### config.mk
export PLATFORM = sky130hd
export DESIGN_NAME = pced_clk_en_div
export DESIGN_NICKNAME = d
export VERILOG_FILES = /design/src/rtl/pced_pkg.sv /design/src/rtl/pced_div_chan.sv /design/src/rtl/pced_ratio_chk.sv /design/src/rtl/pced_clk_en_div.sv
export SDC_FILE = /design/constraint.sdc
export NUM_CORES = 1
export LEC_CHECK = 0
export ABC_CLOCK_PERIOD_IN_PS = 7820
export BUFFER_PORTS_ARGS = -buffer_cell sky130_fd_sc_hd__buf_2
export CAP_MARGIN = 20
export CORE_MARGIN = 10
export CORE_UTILIZATION = 45
export DETAILED_ROUTE_END_ITERATION = 7
export GPL_ROUTABILITY_DRIVEN = 0
export PLACE_DENSITY = 0.66
export SYNTH_ARGS = -nofsm -noshare
export SYNTH_HDL_FRONTEND = slang
export SYNTH_SLANG_ARGS = --single-unit
### constraint.sdc
create_clock -name clk -period 7.82 [get_ports clk]
set_clock_uncertainty 0.2 [all_clocks]
set_input_delay 1.564 -clock clk [delete_from_list [all_inputs] [get_ports clk]]
set_output_delay 1.564 -clock clk [all_outputs]
set_load 0.005 [all_outputs]
### src/rtl/pced_pkg.sv
package pced_pkg;

  localparam int unsigned NUM_DOM = 3;

  typedef enum logic [1:0] {
    DOM_GEN = 2'd0,
    DOM_TMR = 2'd1,
    DOM_EXT = 2'd2
  } dom_e;

endpackage

### src/rtl/pced_div_chan.sv
// One domain divider: free-running counter, ratio latched at terminal count,
// registered enable masked by the domain's disable bit.
module pced_div_chan #(
  parameter int unsigned DIV_W = 4
) (
  input  logic             clk,
  input  logic             rst,
  input  logic [DIV_W-1:0] div_fld,
  input  logic             dis,
  output logic             en
);

  logic [DIV_W-1:0] cnt_q;
  logic [DIV_W-1:0] ratio_q;
  logic             term;
  logic             en_q;

  assign term = (cnt_q == ratio_q);

  always_ff @(posedge clk) begin
    if (rst) begin
      cnt_q   <= '0;
      ratio_q <= div_fld;
      en_q    <= 1'b0;
    end else begin
      if (term) begin
        cnt_q   <= '0;
        ratio_q <= div_fld;
      end else begin
        cnt_q   <= cnt_q + DIV_W'(1);
      end
      en_q <= term & ~dis;
    end
  end

  assign en = en_q;

endmodule

### src/rtl/pced_ratio_chk.sv
// Flags a general/timer ratio pair where the general ratio is not an
// integer multiple of the timer ratio.
module pced_ratio_chk #(
  parameter int unsigned DIV_W = 4
) (
  input  logic             clk,
  input  logic             rst,
  input  logic [DIV_W-1:0] slow_fld,
  input  logic [DIV_W-1:0] fast_fld,
  output logic             err
);

  localparam int unsigned RW = DIV_W + 1;

  logic [RW-1:0] slow_n;
  logic [RW-1:0] fast_n;
  logic [RW-1:0] rem;
  logic          err_q;

  assign slow_n = {1'b0, slow_fld} + RW'(1);
  assign fast_n = {1'b0, fast_fld} + RW'(1);
  assign rem    = slow_n % fast_n;

  always_ff @(posedge clk) begin
    if (rst) err_q <= 1'b0;
    else     err_q <= |rem;
  end

  assign err = err_q;

endmodule

### src/rtl/pced_clk_en_div.sv
module pced_clk_en_div #(
  parameter int unsigned DIV_W   = 4,
  parameter int unsigned DIS_W   = 16,
  parameter int unsigned GEN_BIT = 2,
  parameter int unsigned TMR_BIT = 3,
  parameter int unsigned EXT_BIT = 8
) (
  input  logic             clk,
  input  logic             rst,
  input  logic [DIV_W-1:0] div_gen,
  input  logic [DIV_W-1:0] div_tmr,
  input  logic [DIV_W-1:0] div_ext,
  input  logic [DIS_W-1:0] dom_dis,
  output logic             en_gen,
  output logic             en_tmr,
  output logic             en_ext,
  output logic             cfg_err
);

  import pced_pkg::*;

  localparam int unsigned ND = NUM_DOM;
  localparam int unsigned BITPOS [ND] = '{GEN_BIT, TMR_BIT, EXT_BIT};

  logic [DIV_W-1:0] fld [ND];
  logic [ND-1:0]    dis_sel;
  logic [ND-1:0]    en_v;
  logic             unused_dis_bits;

  assign fld[int'(DOM_GEN)] = div_gen;
  assign fld[int'(DOM_TMR)] = div_tmr;
  assign fld[int'(DOM_EXT)] = div_ext;

  assign unused_dis_bits = ^dom_dis;

  for (genvar d = 0; d < ND; d++) begin : g_dom
    assign dis_sel[d] = dom_dis[BITPOS[d]];

    pced_div_chan #(.DIV_W(DIV_W)) u_chan (
      .clk     (clk),
      .rst     (rst),
      .div_fld (fld[d]),
      .dis     (dis_sel[d]),
      .en      (en_v[d])
    );
  end

  assign en_gen = en_v[int'(DOM_GEN)];
  assign en_tmr = en_v[int'(DOM_TMR)];
  assign en_ext = en_v[int'(DOM_EXT)];

  pced_ratio_chk #(.DIV_W(DIV_W)) u_rchk (
    .clk      (clk),
    .rst      (rst),
    .slow_fld (div_gen),
    .fast_fld (div_tmr),
    .err      (cfg_err)
  );

endmodule

; ---- After elaboration in Yosys (flattened, before gate mapping)
; Index checks and enable logic that the tools add are counted.
[word_totals]
input_bits = 30
mem_count = 0
mem_bits_rw = 0
register_bits = 28
output_inout_bits = 4
rom_bits = 0
wordCells = 38
latch_bits = 0
[op_classes]
magnitude_cmp = 0
bitwise = 6
eq_ne = 3
n_reduce_logical = 7
muxes = 6
div = 1
n_shift = 0
n_addsub = 5
mul = 0
[ops]
columns = cell, count
row1 = 4-bit 2-to-1 mux, 6
row2 = 4-bit by 1-bit adder with 4-bit output (second input constant), 3
row3 = 4-bit == test, 3
row4 = 4-bit by 1-bit adder with 5-bit output (second input constant), 2
row5 = 2-bit nonzero test, 3
row6 = 2-bit OR reduction, 3
row7 = 5-bit by 5-bit modulo with 5-bit output, 1
row8 = 5-bit OR reduction, 1
row9 = 1-bit AND, 3
row10 = 1-bit inverter, 3

; ---- Depth between registers and ports, before layout
; Gate-level depths: netlist of run 1.
[logic_depth]
word_depth = 3
depth_mapped = 33
depth_no_buf = 32

; ---- By module
; A second synthesis of run 1 with hierarchy kept.
[unflattened]
cells_unflattened = 186
hier_area_um2 = 1948.1
[modules_own_cells]
columns = mod, area_each_um2, n_inst, cells_per_inst, seq_area_each_um2
row1 = pced_div_chan, 352.8, 3, 24, 220.2
row2 = pced_ratio_chk, 889.6, 1, 114, 20.0

; ---- Worst setup path before layout of run 1
; OpenSTA, ideal clock, no wires.
[synth_timing]
kind = input to register
startpoint = in div_gen[0]
endpoint = reg u_rchk.err_q, in the netlist u_rchk.err
path_buffers = 1
arrival_ns = 7.160
required_time_ns = 7.495
slack_ns = 0.335
setup_time_ns = 0.125
stages = 31
path_cell_list = ha_1 and3_1 ha_1 nor4b_1 nor2_1 ha_1 nand2_1 or4_1 o32ai_1 a211o_1 ha_1 nand2_1 o21ai_0 and2_1 a2111oi_2 nor2_1 ha_1 nor2_1 a21oi_1 o221a_2 buf_2 nor2_1 a21oi_1 inv_1 fa_1 nor2b_1 o21a_1 nor2_1 xnor2_1 o41a_1 o41a_1
[synth_via]
elab_chain_len = 3
[synth_lines]
columns = item, line
row1 = "start, declared", pced_clk_en_div.sv:10  ; input logic [DIV_W-1:0] div_gen,
row2 = 4-bit by 1-bit adder with 5-bit output, pced_ratio_chk.sv:20  ; assign slow_n = {1'b0, slow_fld} + RW'(1);
row3 = 5-bit by 5-bit modulo with 5-bit output, pced_ratio_chk.sv:22  ; assign rem = slow_n % fast_n;
row4 = 5-bit OR reduction, pced_ratio_chk.sv:26  ; else err_q <= |rem;
row5 = "end signal, assigned", pced_ratio_chk.sv:26
row6 = "end, declared", pced_ratio_chk.sv:18  ; logic err_q;
; Every way passes these cells.
; A chain may end at the register's enable or synchronous reset.

; ---- Final worst setup path of run 1
; Ends and elaborated chain as after synthesis.

==> metrics.txt, run 1 <==
internal reg-to-reg setup slack=about 6.3 ns; sink of the worst hold path=g_dom[2].u_chan.cnt_q[0]; I/O pins=34; synthesized flop and latch total=28; PortBufs=20; VDD IR max=slightly below 0.1 mV; largest fanout on the critical path=7; cells on worst reg2reg path=3; largest net degree at the start of global routing=16; share of flip-flops with an asynchronous set or reset=0%; TritonCTS Buffers=3; Switch Pwr=0.177 mW; # rows=23; total design power=0.516 mW; max cap viols=0; Slew HR=between 70% and 80%; synthesized cell area=around 0.0019 mm^2; DP Cell Count=284; outcome=completed; Min-Delay Startpoint=g_dom[2].u_chan.cnt_q[0]; number of antenna violations at the first check in global routing=0; register area share after synthesis=35.1%; ys flop type=dfxtp_1; worst hold stages=1; reg2reg end=g_dom[2].u_chan.ratio_q[2]; grt ovf=0; clock root buffer master=clkbuf_8; CTS Sinks=28; fin crit share=~95%; Initial Utilization=47.5%; critical path endpoint category=flop; clock-pin slew on the worst setup and hold paths=roughly 0.09 ns; Lkg Pwr=1.02 nW; Max Fclk=134 MHz; DIE HEIGHT=85.7 um; critical path class=in2reg; DRC viols=0; first-pass GRT wire length=just under 7000 um; Vias=approximately 1.5k; H-tree depth=1; Worst setup SP type=input pin; Gate power share=49.7%; Synth cell types=41; minimum clock period=7.46 ns; WP data arrival=about 7.4 ns; Post-synth EDFFs=12; nets@finish=293; Flop pwr share=33.6%; worst skew pair latency=between 0.2 and 0.3 ns; Internal=approximately 0.34 mW; Area growth syn-to-layout=20.2%; routed wire length=3990 um; First-pass DRT Iterations=4; Syn Nets=252; clock network power share=around 17%; worst-margin pin slew=between 0.4 and 0.5 ns; share of post-route cells with drive strength above 1=22.7%; core footprint=0.00409 mm^2; ANT cells=0; Post-Synthesis Cells=198; Starting DRT DRC Count=40; dpl hpwl=3300 um; CTS Hold Bufs=0; die width=85.7 um; Pwr Density=221 mW/mm^2; CTS max path bufs=2; Ys Warns=0; setup violators final=0; ANT nets after route=0; Routed WL per cell=between 10 and 15 um; number of global-route vias before repair=1514; gr usage total=10.6%; syn avg cell area=approximately 9.8 um^2; sw frac=34.2%; die area=around 0.0073 mm^2; final cell count without fillers=288; r2r startpoint=g_dom[2].u_chan.ratio_q[2]; Layout fillers=370; Slew Limit Fails=0; WP data required=about 7.8 ns; Fin. Hold Viols=0; CTS tree=built; worst hold path type=reg2reg; setup bufs post-CTS=0; Vias/cell=about 5.4
placed cells by master (no fill, tap or decap), types with 3 or more instances in the layout:
cell and count:
clkbuf_8 4, nand2b_1 3, inv_1 9, buf_4 18, mux2i_1 3, edfxtp_1 12, buf_2 20, nand4_1 3
dfxtp_1 16, o21a_1 5, nor3_1 4, o21ai_0 3, and3_1 5, nand3_1 10, a21o_1 3, xnor2_1 23
xor2_1 9, nor2_1 20, nand2_1 10, a21oi_1 6, ha_1 23, a211o_1 3
stage by stage:
stage          util, %  setup WS, ns  instance area [um^2]  setup TNS, ns  hold slack, ns
2_1_floorplan        -         0.335                  1940              0           0.240
3_3_place_gp      54.6        0.0648                  2230              0           0.257
3_5_place_dp      54.6       -0.0390                  2230        -0.0390           0.262
4_1_cts           55.9         0.236                  2280              0           0.286
5_1_grt           57.1      -0.00595                  2330       -0.00595           0.297
6_report          57.1         0.357                  2330              0           0.282
metal layers:
| layer | up-vias | track usage, % | share of wire (%) | routed length, um |
|---|---|---|---|---|
| li1 | 796 | - | - | - |
| met1 | 713 | 13.7 | 47 | 1890 |
| met2 | 26 | 17.3 | 47 | 1860 |
| met3 | 6 | 1.89 | 4.4 | 176 |
| met4 | 0 | 3.74 | 1.6 | 64 |
| met5 | - | 0 | 0 | 0 |
how the worst max path moves through the flow:
stage	from	end	slack [ns]	cells past startpoint
final	div_gen[0]	u_rchk.err	0.36	28
after global routing	div_gen[0]	u_rchk.err	-0.006	29
after CTS	div_gen[0]	u_rchk.err	0.24	31
after detailed placement	div_gen[0]	u_rchk.err	-0.04	31
after global placement	div_gen[0]	u_rchk.err	0.06	29
after floorplan	div_gen[0]	u_rchk.err	0.34	31
power groups by stage:
stage	Clock, mW	Combinational (mW)	Sequential [mW]
floorplan	0	0.176	0.175
global placement	0	0.244	0.176
detailed placement	0	0.249	0.177
CTS	0.0892	0.250	0.173
global route	0.0954	0.287	0.175
finish	0.0862	0.257	0.173
sequential cells by signal, indices dropped and copies added, names as in the netlist:
register and cells:
g_dom.u_chan.cnt_q 12, g_dom.u_chan.en 3, g_dom.u_chan.ratio_q 12, u_rchk.err 1
cell type report:
class	instances	area (um^2)	share of cell area [%]
Inverter	10	37.5	1.61
Timing Repair Buffer	38	235	10.1
Sequential cell	28	681	29.2
Multi-Input combinational cell	158	1260	54.1
Tap cell	50	62.6	2.68
Clock buffer	4	55.1	2.36
critical path: stages:
cell	delay (ns)
buf_2	0.10
ha_1	0.23
and3_1	0.21
ha_1	0.28
nor4b_4	0.20
nor2_1	0.07
ha_1	0.37
nand2b_1	0.09
and2_1	0.17
a211o_1	0.30
a211o_1	0.31
ha_1	0.29
nand2_1	0.05
o21ai_0	0.23
buf_4	0.16
a21oi_1	0.05
a21oi_1	0.25
ha_1	0.31
a41o_1	0.26
o221a_2	0.33
buf_4	0.16
mux2i_1	0.11
a21oi_1	0.20
ha_1	0.31
a21o_1	0.19
a31oi_1	0.20
nand2_1	0.09
o41a_1	0.32
Yosys cell counts (4+ instances only):
master | number | area share, %
ha_1 | 23 | 15
xnor2_1 | 23 | 10
nor2_1 | 20 | 3.9
dfxtp_1 | 16 | 16
edfxtp_1 | 12 | 19
nand2_1 | 10 | 1.9
nand3_1 | 10 | 2.6
inv_1 | 9 | 1.7
xor2_1 | 9 | 4.1
a21oi_1 | 8 | 2.1
and3_1 | 5 | 1.6
o21a_1 | 5 | 1.9
nor3_1 | 4 | 1.0
kinds of logic after synthesis:
family / Yosys count / synth area share [%]
multiplexers: 3 / 1.55
adder cells (fa/ha/maj): 24 / 15.9
buffers and inverters: 12 / 2.45
AND/OR/NAND/NOR: 61 / 15.3
XOR/XNOR: 32 / 14.4
flip-flops: 28 / 35.1
AO/OA/AOI/OAI: 38 / 15.4
timing repair:
action,in CTS,in global routing
endpoints found under the hold margin,0,0
resized for setup,0,7
setup endpoints to repair,0,1
(Power assumes the default switching activity.)
==> run 2, diff against run 1 <==
Settings changed: ABC_CLOCK_PERIOD_IN_PS 7820 to 8990, PLACE_DENSITY 0.66 to 0.63.
Clock period 7.82 ns to 8.99 ns, I/O delays scaled along.
==> run 2 against run 1 <==
Critical path depth is 3 higher. Utilization decreased by 4.1 points. Critical path type unchanged. Highest routed layer is now met3. Global-route usage shrank 0.41 points. First-iteration DRC count shrank 15%.
==> metrics.txt, run 2 (synthesis gave the netlist of run 1 again) <==
Starting DRT DRC Count=34 (-15%); ANT cells=0 (unchanged); die width=85.7 um (unchanged); Gate power share=43.0% (-6.7 points); routed wire length=3740 um (-6.4%); register area=681 um^2 (unchanged); CTS Hold Bufs=0 (unchanged); die area=0.00734 mm^2 (unchanged); largest net degree at the start of global routing=17 (+1); Worst setup SP type=input pin; Initial Utilization=47.5% (unchanged); CTS max path bufs=2 (unchanged); Routed WL per cell=13.9 um (-0.12%); WP data arrival=8.07 ns (+0.65 ns); total design power=0.435 mW (-16%); dpl hpwl=3060 um (-7.3%); WP data required=8.95 ns (+1.17 ns); Area growth syn-to-layout=11.5%; sw frac=33.1% (-1.1 points); Fin. Hold Viols=0 (unchanged); r2r startpoint=g_dom[2].u_chan.ratio_q[0]; ANT nets after route=0 (unchanged); DRC viols=0 (unchanged); Internal=0.291 mW (-14%); # rows=23 (unchanged); nets@finish=275 (-6.1%); CTS tree=built; TritonCTS Buffers=3 (unchanged); worst hold slack=0.293 ns (+0.0115 ns); worst setup margin=0.884 ns (+0.527 ns); gr usage total=10.2% (-0.41 points); DIE HEIGHT=85.7 um (unchanged); Post-CTS Resized=0 (unchanged); VDD IR max=0.111 mV (+14%); Multi-input gate area=0.00121 mm^2 (-4.0%); TNS Setup=0 ns (unchanged); Slew Limit Fails=0 (unchanged); met1 Track Usage GR=12.0% (-1.7 points); placed instance area=0.00209 mm^2 (-6.1%); worst-margin pin slew=0.421 ns (-0.00266 ns); Slew HR=71.8% (+0.18 points); most frequent cells in the layout=xnor2_1 (23), ha_1 (23), nor2_1 (20), buf_2 (20), dfxtp_1 (16); CP max stage delay=0.43 ns (+0.06 ns); fin crit share=90.2%; outcome=completed; core footprint=0.00409 mm^2 (unchanged); Vias=1440 (-6.6%); first-pass GRT wire length=6460 um (-4.0%); met3 Use GR=2.37% (+0.47 points); CP max-delay cell=fa_1; worst hold stages=1 (unchanged); pre-CTS WS=0.557 ns (+0.596 ns); Design Area, Final=0.00217 mm^2 (-7.2%); clock root buffer master=clkbuf_8; Switch Pwr=0.144 mW (-18%); Layout fillers=393 (+6.2%); met2 usage=18.0% (+0.68 points); cells on worst reg2reg path=3 (unchanged); largest fanout on the critical path=9 (+2); worst skew pair latency=0.27 ns (about the same); Vias/cell=5.33 (-0.32%); Max Fclk=~120 MHz; number of antenna violations at the first check in global routing=0 (unchanged); grt ovf=0 (unchanged); Pwr Density=201 mW/mm^2 (-9.2%); critical path endpoint category=flop; First-pass DRT Iterations=4 (unchanged); clock-pin slew on the worst setup and hold paths=0.09 ns (about the same); H-tree depth=1 (unchanged); setup violators final=0 (unchanged); sink of the worst hold path=g_dom[1].u_chan.cnt_q[0]; minimum clock period=a little over 8 ns; setup bufs post-CTS=0 (unchanged); worst hold path type=reg2reg; Lkg Pwr=0.923 nW (-9.2%); critical path class=in2reg; PortBufs=20 (unchanged); reg2reg end=g_dom[2].u_chan.ratio_q[0]; I/O pins=34 (unchanged); internal reg-to-reg setup slack=7.49 ns (+1.17 ns); RSZ-0062 raised after global routing=false; max cap viols=0 (unchanged); global route hottest layer=met2; CTS Sinks=28 (unchanged); critical path's top delay family=compound AO/OA/AOI/OAI gates; share of post-route cells with drive strength above 1=14.5% (-8.1 points); Min-Delay Startpoint=g_dom[1].u_chan.cnt_q[0]; number of global-route vias before repair=1477 (-2.4%); clock network power share=22.4% (+5.7 points); Flop pwr share=34.7% (+1.1 points); crit path buf inv count=2 (-1)
[run 2: power groups by stage]
stage / Clock [mW] / Sequential, mW / Combinational, mW
after floorplan: 0 / 0.152 / 0.153
after global placement: 0 / 0.154 / 0.185
after detailed placement: 0 / 0.154 / 0.187
after CTS: 0.100 / 0.151 / 0.188
after global routing: 0.104 / 0.152 / 0.212
final: 0.0972 / 0.151 / 0.187
[run 2: final cells by class]
cell class / instances / area share, %
timing repair buffer: 20 / 4.62
clock buffer: 3 / 1.91
multi-input combinational: 158 / 56.0
sequential: 28 / 31.4
inverter: 10 / 1.73
clock inverter: 1 / 1.39
tap: 50 / 2.89
[run 2: worst max-delay path by stage]
stage | startpoint | cells past startpoint | end | slack, ns
2_1_floorplan | div_gen[0] | 31 | u_rchk.err | 1.27
3_3_place_gp | div_gen[0] | 31 | u_rchk.err | 0.60
3_5_place_dp | div_gen[0] | 31 | u_rchk.err | 0.56
4_1_cts | div_gen[0] | 31 | u_rchk.err | 0.85
5_1_grt | div_tmr[0] | 31 | u_rchk.err | 0.15
6_report | div_gen[0] | 31 | u_rchk.err | 0.88
[run 2: stage by stage]
stage | cells | utilization [%]
after global placement | 266 | 51.3
after global routing | 270 | 53.0
final | 270 | 53.0
after CTS | 270 | 53.0
after floorplan | 198 | -
after detailed placement | 266 | 51.3
[run 2: routing by layer]
layer  wire (um)  part of all wire, %
met1        1750                   47
met2        1830                   49
met3         165                  4.4
met4           0                    0
met5           0                    0
